[config.mk]
export PLATFORM = sky130hd
export DESIGN_NAME = fpr_round_unit
export DESIGN_NICKNAME = d
export VERILOG_FILES = /design/src/rtl/fpr_pkg.sv /design/src/rtl/fpr_prec_sel.sv /design/src/rtl/fpr_round_core.sv /design/src/rtl/fpr_range_pack.sv /design/src/rtl/fpr_round_unit.sv
export SDC_FILE = /design/constraint.sdc
export NUM_CORES = 1
export LEC_CHECK = 0
export ABC_AREA = 1
export CORE_MARGIN = 4
export CORE_UTILIZATION = 25
export CTS_BUF_LIST = sky130_fd_sc_hd__clkbuf_4
export DETAILED_ROUTE_END_ITERATION = 7
export SLEW_MARGIN = 20
export SYNTH_ARGS = -nofsm -noshare
export SYNTH_HDL_FRONTEND = slang
export SYNTH_SLANG_ARGS = --single-unit
[constraint.sdc]
create_clock -name clk -period 1.05 [get_ports clk]
set_clock_uncertainty 0.05 [all_clocks]
set_input_delay 0.21 -clock clk [delete_from_list [all_inputs] [get_ports clk]]
set_output_delay 0.21 -clock clk [all_outputs]
set_load 0.05 [all_outputs]
[src/rtl/fpr_pkg.sv]
package fpr_pkg;
  localparam int MANT_W   = 56;
  localparam int EXP_W    = 12;
  localparam int WEXP_W   = EXP_W + 1;
  localparam int OEXP_W   = 11;
  localparam int FRAC_W   = 52;
  localparam int DBL_KEEP = FRAC_W + 1;
  localparam int SGL_KEEP = 24;
  localparam int BIAS     = 1023;
  localparam int DBL_EMAX = 1023;
  localparam int DBL_EMIN = -1022;
  localparam int SGL_EMAX = 127;
  localparam int SGL_EMIN = -126;

  typedef enum logic [1:0] {
    RND_NEAR = 2'b00,
    RND_ZERO = 2'b01,
    RND_DOWN = 2'b10,
    RND_UP   = 2'b11
  } rnd_mode_e;

  // Decide whether the magnitude is bumped by one unit in the last place.
  function automatic logic round_up(rnd_mode_e m, logic s, logic lsb,
                                    logic g, logic r, logic st);
    logic lost;
    lost = g | r | st;
    case (m)
      RND_NEAR: return g & (r | st | lsb);
      RND_ZERO: return 1'b0;
      RND_DOWN: return s & lost;
      default:  return ~s & lost;
    endcase
  endfunction

  // Overflow goes to infinity when rounding may move away from zero.
  function automatic logic ovf_to_inf(rnd_mode_e m, logic s);
    case (m)
      RND_NEAR: return 1'b1;
      RND_ZERO: return 1'b0;
      RND_DOWN: return s;
      default:  return ~s;
    endcase
  endfunction
endpackage

[src/rtl/fpr_prec_sel.sv]
module fpr_prec_sel (
  input  logic cfg_single,
  input  logic ovr_en,
  input  logic ovr_single,
  output logic use_single
);
  assign use_single = ovr_en ? ovr_single : cfg_single;
endmodule

[src/rtl/fpr_round_core.sv]
module fpr_round_core
  import fpr_pkg::*;
(
  input  logic                     single,
  input  rnd_mode_e                mode,
  input  logic                     sign,
  input  logic [EXP_W-1:0]         exp_i,
  input  logic [MANT_W-1:0]        mant_i,
  output logic [DBL_KEEP-1:0]      sig_o,
  output logic signed [WEXP_W-1:0] exp_o,
  output logic                     inc_o,
  output logic                     carry_o
);
  localparam int SGL_SH = MANT_W - SGL_KEEP;
  localparam int DBL_SH = MANT_W - DBL_KEEP;

  logic [DBL_KEEP-1:0] kept;
  logic                lsb, gbit, rbit, sbit;
  logic [DBL_KEEP:0]   sum;

  // The lsb, guard, round and sticky positions move with the precision.
  always_comb begin
    if (single) begin
      kept = {{(DBL_KEEP-SGL_KEEP){1'b0}}, mant_i[MANT_W-1 -: SGL_KEEP]};
      lsb  = mant_i[SGL_SH];
      gbit = mant_i[SGL_SH-1];
      rbit = mant_i[SGL_SH-2];
      sbit = |mant_i[SGL_SH-3:0];
    end else begin
      kept = mant_i[MANT_W-1 -: DBL_KEEP];
      lsb  = mant_i[DBL_SH];
      gbit = mant_i[DBL_SH-1];
      rbit = mant_i[DBL_SH-2];
      sbit = |mant_i[DBL_SH-3:0];
    end
  end

  assign inc_o   = round_up(mode, sign, lsb, gbit, rbit, sbit);
  assign sum     = {1'b0, kept} + {{DBL_KEEP{1'b0}}, inc_o};
  assign carry_o = single ? sum[SGL_KEEP] : sum[DBL_KEEP];
  assign sig_o   = carry_o ? sum[DBL_KEEP:1] : sum[DBL_KEEP-1:0];
  assign exp_o   = $signed({exp_i[EXP_W-1], exp_i})
                 + $signed({{(WEXP_W-1){1'b0}}, carry_o});
endmodule

[src/rtl/fpr_range_pack.sv]
module fpr_range_pack
  import fpr_pkg::*;
(
  input  logic                     single,
  input  rnd_mode_e                mode,
  input  logic                     sign,
  input  logic                     is_zero,
  input  logic [DBL_KEEP-1:0]      sig_i,
  input  logic signed [WEXP_W-1:0] wexp_i,
  output logic [OEXP_W-1:0]        exp_f,
  output logic [FRAC_W-1:0]        frac_f,
  output logic                     ovf,
  output logic                     unf
);
  localparam int PAD_W = FRAC_W - SGL_KEEP + 1;
  localparam logic signed [WEXP_W-1:0] BIAS_W = WEXP_W'(BIAS);

  logic signed [WEXP_W-1:0] emax, emin;
  logic [FRAC_W-1:0]        frac_norm, frac_max;

  assign emax      = single ? WEXP_W'(SGL_EMAX) : WEXP_W'(DBL_EMAX);
  assign emin      = single ? WEXP_W'(SGL_EMIN) : WEXP_W'(DBL_EMIN);
  assign frac_norm = single ? {sig_i[SGL_KEEP-2:0], {PAD_W{1'b0}}}
                            : sig_i[FRAC_W-1:0];
  assign frac_max  = single ? {{(SGL_KEEP-1){1'b1}}, {PAD_W{1'b0}}}
                            : {FRAC_W{1'b1}};

  always_comb begin
    ovf    = 1'b0;
    unf    = 1'b0;
    exp_f  = OEXP_W'(wexp_i + BIAS_W);
    frac_f = frac_norm;
    if (is_zero) begin
      exp_f  = '0;
      frac_f = '0;
    end else if (wexp_i > emax) begin
      ovf = 1'b1;
      if (ovf_to_inf(mode, sign)) begin
        exp_f  = '1;
        frac_f = '0;
      end else begin
        exp_f  = OEXP_W'(emax + BIAS_W);
        frac_f = frac_max;
      end
    end else if (wexp_i < emin) begin
      unf    = 1'b1;
      exp_f  = '0;
      frac_f = '0;
    end
  end
endmodule

[src/rtl/fpr_round_unit.sv]
module fpr_round_unit
  import fpr_pkg::*;
(
  input  logic              clk,
  input  logic              rst_n,
  input  logic              in_valid,
  input  logic              in_sign,
  input  logic [EXP_W-1:0]  in_exp,
  input  logic [MANT_W-1:0] in_mant,
  input  logic [1:0]        rmode,
  input  logic              cfg_single,
  input  logic              ovr_en,
  input  logic              ovr_single,
  output logic              out_valid,
  output logic              out_sign,
  output logic [OEXP_W-1:0] out_exp,
  output logic [FRAC_W-1:0] out_frac,
  output logic              out_ovf,
  output logic              out_unf
);
  rnd_mode_e                mode_w;
  logic                     use_single;
  logic [DBL_KEEP-1:0]      sig_w;
  logic signed [WEXP_W-1:0] wexp_w;
  logic                     inc_w, carry_w, ovf_w, unf_w;
  logic [OEXP_W-1:0]        exp_w;
  logic [FRAC_W-1:0]        frac_w;

  assign mode_w = rnd_mode_e'(rmode);

  fpr_prec_sel u_prec (
    .cfg_single (cfg_single),
    .ovr_en     (ovr_en),
    .ovr_single (ovr_single),
    .use_single (use_single)
  );

  fpr_round_core u_core (
    .single  (use_single),
    .mode    (mode_w),
    .sign    (in_sign),
    .exp_i   (in_exp),
    .mant_i  (in_mant),
    .sig_o   (sig_w),
    .exp_o   (wexp_w),
    .inc_o   (inc_w),
    .carry_o (carry_w)
  );

  fpr_range_pack u_pack (
    .single  (use_single),
    .mode    (mode_w),
    .sign    (in_sign),
    .is_zero (in_mant == '0),
    .sig_i   (sig_w),
    .wexp_i  (wexp_w),
    .exp_f   (exp_w),
    .frac_f  (frac_w),
    .ovf     (ovf_w),
    .unf     (unf_w)
  );

  always_ff @(posedge clk or negedge rst_n) begin
    if (!rst_n) begin
      out_valid <= 1'b0;
      out_sign  <= 1'b0;
      out_exp   <= '0;
      out_frac  <= '0;
      out_ovf   <= 1'b0;
      out_unf   <= 1'b0;
    end else begin
      out_valid <= in_valid;
      if (in_valid) begin
        out_sign <= in_sign;
        out_exp  <= exp_w;
        out_frac <= frac_w;
        out_ovf  <= ovf_w;
        out_unf  <= unf_w;
      end
    end
  end

  assert_valid_latency_R1: assert property (@(posedge clk) disable iff (!rst_n)
    in_valid |=> out_valid);
  assert_valid_drop_R1: assert property (@(posedge clk) disable iff (!rst_n)
    !in_valid |=> !out_valid);
  assert_rz_no_inc_R3: assert property (@(posedge clk) disable iff (!rst_n)
    (in_valid && mode_w == RND_ZERO) |-> !inc_w);
  assert_carry_needs_inc_R7: assert property (@(posedge clk) disable iff (!rst_n)
    (in_valid && carry_w) |-> inc_w);
  assert_single_low_zero_R6: assert property (@(posedge clk) disable iff (!rst_n)
    (in_valid && use_single) |=> (out_frac[FRAC_W-SGL_KEEP:0] == '0));
  assert_flags_exclusive_R10: assert property (@(posedge clk) disable iff (!rst_n)
    !(out_ovf && out_unf));
  assert_unf_zero_R10: assert property (@(posedge clk) disable iff (!rst_n)
    out_unf |-> (out_exp == '0 && out_frac == '0));
  assert_ovf_saturate_R9: assert property (@(posedge clk) disable iff (!rst_n)
    out_ovf |-> ((out_exp == '1 && out_frac == '0) ||
                 out_exp == OEXP_W'(DBL_EMAX + BIAS) ||
                 out_exp == OEXP_W'(SGL_EMAX + BIAS)));
endmodule

==> impl_metrics.py <==
metrics = {
    "synth": {
        "post_synth_inst_count": 1341,
        "synth_top_family_by_area": "simple AND/OR/NAND/NOR gates",
        "yosys-mux-area-fraction_pct": 0,
        "synth-warning-count": 0,
        "mappedNetlistNets": 1431,
        "synth_adder_area_share_pct": 2.14,
        "synth_flop_cell": "sky130_fd_sc_hd__dfrtp_1",
        "yosysTopAreaCellShare_pct": 27.2,
        "synth-seq-area-share_pct": 22.1,
        "compound_gate_fraction_of_synth_area_pct": 6.43,
        "synth.ff_latch_count": 67,
        "yosys.area_share.xor_xnor_pct": 2.89,
        "synth.largest_area_cell": "sky130_fd_sc_hd__nand2_1",
        "synthTopCellsByCount": "sky130_fd_sc_hd__nand2_1 (550), sky130_fd_sc_hd__nand3_1 (170), sky130_fd_sc_hd__nor2_1 (141), sky130_fd_sc_hd__inv_1 (115), sky130_fd_sc_hd__dfrtp_1 (67)",
        "number_of_flops_mapped_to_enable_cells_by_yosys": 0,
        "synth.lib_cells_used.distinct": 41,
        "synthesized_area_um2": 7580,
        "netlist_top_cells_area": "sky130_fd_sc_hd__nand2_1 (27%), sky130_fd_sc_hd__dfrtp_1 (22%), sky130_fd_sc_hd__nand3_1 (11%)",
        "async_reset_ff_share_pct": 100,
        "syn-mean-instance-area_um2": 5.66,
        "post-synth-top-count-cell": "sky130_fd_sc_hd__nand2_1",
        "yosys.area_share.simple_pct": 55.9,
    },
    "worst_setup_path": {
        "critPathLaunchType": "input port",
        "critical_path_slowest_stage_cell": "sky130_fd_sc_hd__nor3_4",
        "r2r.worst_path.cells": 3,
        "cp_max_fo": 8,
        "r2r-end": "out_frac[50]",
        "setup.worst_path.class": "input port to flip-flop",
        "max_stage_delay_ns": 0.30,
        "worst_path_most_repeated_cell": "sky130_fd_sc_hd__nor2_4",
        "rr_startpoint": "out_frac[50]",
        "cp.required_ns": 1.35,
        "cp.arrival_ns": 4.61,
        "worst-r2r-setup-slack_ns": 0.17,
        "worst_setup_path_end_kind": "flip-flop",
    },
    "final_layout": {
        "finish.instance_area_um2": 13900,
        "number_of_nets_in_the_layout": 1919,
        "drive_gt1_share_pct": 38.3,
        "fill_cells": 3045,
        "area_delta_synth_final_pct": 83.3,
    },
    "floorplanning": {
        "starting_utilization_of_the_core_area_pct": 25.5,
        "design.portCount": 144,
        "placementRows": 63,
        "floorplan.die.width_um": 182,
        "core_region_area_um2": 29800,
        "die-area_um2": 33200,
        "die_h_um": 182,
    },
    "timing": {
        "post-route-period-util_pct": 410,
        "final_max_slew_viol_count": 0,
        "post-route-worst-setup-slack_ns": -3.26,
        "final-setup-viol-count": 132,
        "holdWs_ns": 0.110,
        "max_slew.worst_pin.slew_ns": 0.785,
        "max_freq_mhz": 232,
        "maxSlewHeadroom_pct": 47.4,
        "finalHoldViolations": 0,
        "rsz0062_at_grt": "yes",
        "timing.final.crit_period_ns": 4.31,
    },
    "placement": {
        "placed_instance_area_um2": 12600,
        "port_buffers": 143,
        "gp_congestion": 0.978,
        "dp_hpwl_um": 30400,
    },
    "power_and_ir_drop": {
        "peakVddDrop_mv": 0.573,
        "power_switching_w": 0.00545,
        "power.static_leakage_nw": 7.01,
        "p_clk_share_pct": 12.8,
        "power_density_over_cell_area_nw_per_um2": 888,
        "power.share.sequential_pct": 26.9,
        "netSwitchingFraction_pct": 44.2,
        "cellInternalPower_w": 0.00689,
        "power_share_of_the_combinational_group_pct": 60.3,
    },
    "clocking": {
        "cts.path.max_buffers": 2,
        "cts_clock_pin_slew_for_the_worst_setup_and_hold_paths_ns": 0.13,
        "tritoncts_num_sinks": 67,
        "total_number_of_h_tree_levels": 3,
        "clockRootBuffer": "sky130_fd_sc_hd__clkbuf_4",
        "clkLatencyLatePin_ns": 0.45,
        "numCtsBuffers": 9,
        "cts_tree": "built",
    },
    "grt": {
        "grt_pass1_vias": 10466,
        "tot_gr_track_use_pct": 21.9,
        "grt_max_degree": 68,
        "overflow": 0,
        "grt_antenna_before_repair": 0,
        "wire_length_of_the_first_global_routing_pass_um": 57500,
    },
    "drt": {
        "vias": 10631,
        "route.final.wire_length_um": 37500,
        "route.detailed.vias_per_inst": 4.78,
        "drt_first_iter_violations": 978,
        "detail-route-antenna-nets": 0,
        "post_drt_wl_per_cell_um": 16.9,
        "drt_pre_antenna_iters": 6,
        "remaining_drc_errors": 0,
    },
    "flow_run": {
        "max_cap_violations": 0,
    },
    "status": {
        "run_status": "finished with violations",
        "violations": "setup timing",
    },
    "min_path": {
        "hold_path.class": "input port to async pin",
    },
}
timing repair:
item	CTS	global route
setup endpoints to repair	133	133
endpoints found under the hold margin	67	0
gates cloned	6	0
gates resized for setup	223	93
hold buffers	1	0
pin swaps	54	39
buffers inserted	35	18
critical path: cells and delay by family:
family	cells	cell delay, ns
AND/OR/NAND/NOR	21	2.38
adder cells (fa/ha/maj)	5	0.99
buffers and inverters	6	0.66
AO/OA/AOI/OAI	2	0.20
XOR/XNOR	1	0.17
flip-flops by register name (all words and copies together), names as in the netlist:
signal and cells:
out_ovf 1, out_sign 1, out_valid 1, out_exp 11
out_frac 52, out_unf 1
power groups by stage:
stage | Clock, W | Combinational, W | Sequential, W
global placement | 0 | 0.00667 | 0.00338
floorplan | 0 | 0.00197 | 0.00431
detailed placement | 0 | 0.00668 | 0.00338
global route | 0.00177 | 0.00787 | 0.00336
CTS | 0.00163 | 0.00724 | 0.00333
finish | 0.00158 | 0.00744 | 0.00332
final cells by class:
cell class,count,area (um^2),area share (%)
repair buffers,536,5270,37.9
diodes,1,2.50,0.0180
multi-input cells,1097,5880,42.3
clock inverters,7,51.3,0.369
well taps,390,488,3.51
clock buffers,9,67.6,0.486
flip-flops and latches,67,1680,12.1
inverters,118,465,3.35
cell usage in the layout, fill, tap and decap left out, drive strengths merged, types with 4 or more instances in the layout:
| cell type | instances |
|---|---|
| nand2 | 575 |
| buf | 473 |
| nand3 | 173 |
| nor2 | 156 |
| inv | 118 |
| dfrtp | 67 |
| o21ai | 63 |
| clkdlybuf4s50 | 36 |
| nand4 | 35 |
| clkbuf | 20 |
| xor2 | 16 |
| nor3 | 13 |
| ha | 13 |
| nor4 | 11 |
| xnor2 | 9 |
| nand3b | 8 |
| clkdlybuf4s15 | 8 |
| o211ai | 6 |
| dlygate4sd2 | 6 |
| a21oi | 5 |
| clkinv | 5 |
| o21bai | 4 |
cell families after synthesis:
family | count (synthesis)
flip-flops | 67
AO/OA/AOI/OAI | 83
AND/OR/NAND/NOR | 976
XOR/XNOR | 25
buffers and inverters | 177
adder cells (fa/ha/maj) | 13
worst max path at each step:
stage                     start           end  slack [ns]  cells after the start
finish              in_mant[10]   out_frac[8]       -3.26                     35
CTS                 in_mant[22]  out_frac[18]       -3.20                     37
floorplan                ovr_en  out_frac[11]       -4.08                     41
detailed placement       ovr_en  out_frac[25]       -4.05                     34
global route        in_mant[22]  out_frac[27]       -3.47                     35
global placement         ovr_en  out_frac[50]       -4.01                     34
metal layers:
metal | vias up | part of all wire (%) | track usage (%)
met5 | - | 0 | 0
met4 | 0 | 2.0 | 4.05
met3 | 61 | 6.6 | 3.27
met2 | 383 | 48 | 37.5
met1 | 4929 | 44 | 29.4
li1 | 5258 | - | -
stage by stage:
step,util [%],setup WS [ns],setup TNS [ns],power (W),std cells
final,46.7,-3.26,-221.56,0.0123,2225
after floorplan,-,-4.08,-257.64,0.00628,1341
after global routing,46.7,-3.47,-239.53,0.0130,2224
after CTS,45.7,-3.20,-222.45,0.0122,2209
after global placement,42.5,-4.01,-254.78,0.0100,2153
after detailed placement,42.5,-4.05,-259.59,0.0101,2153
No activity file was read; power rests on OpenSTA's default activity.
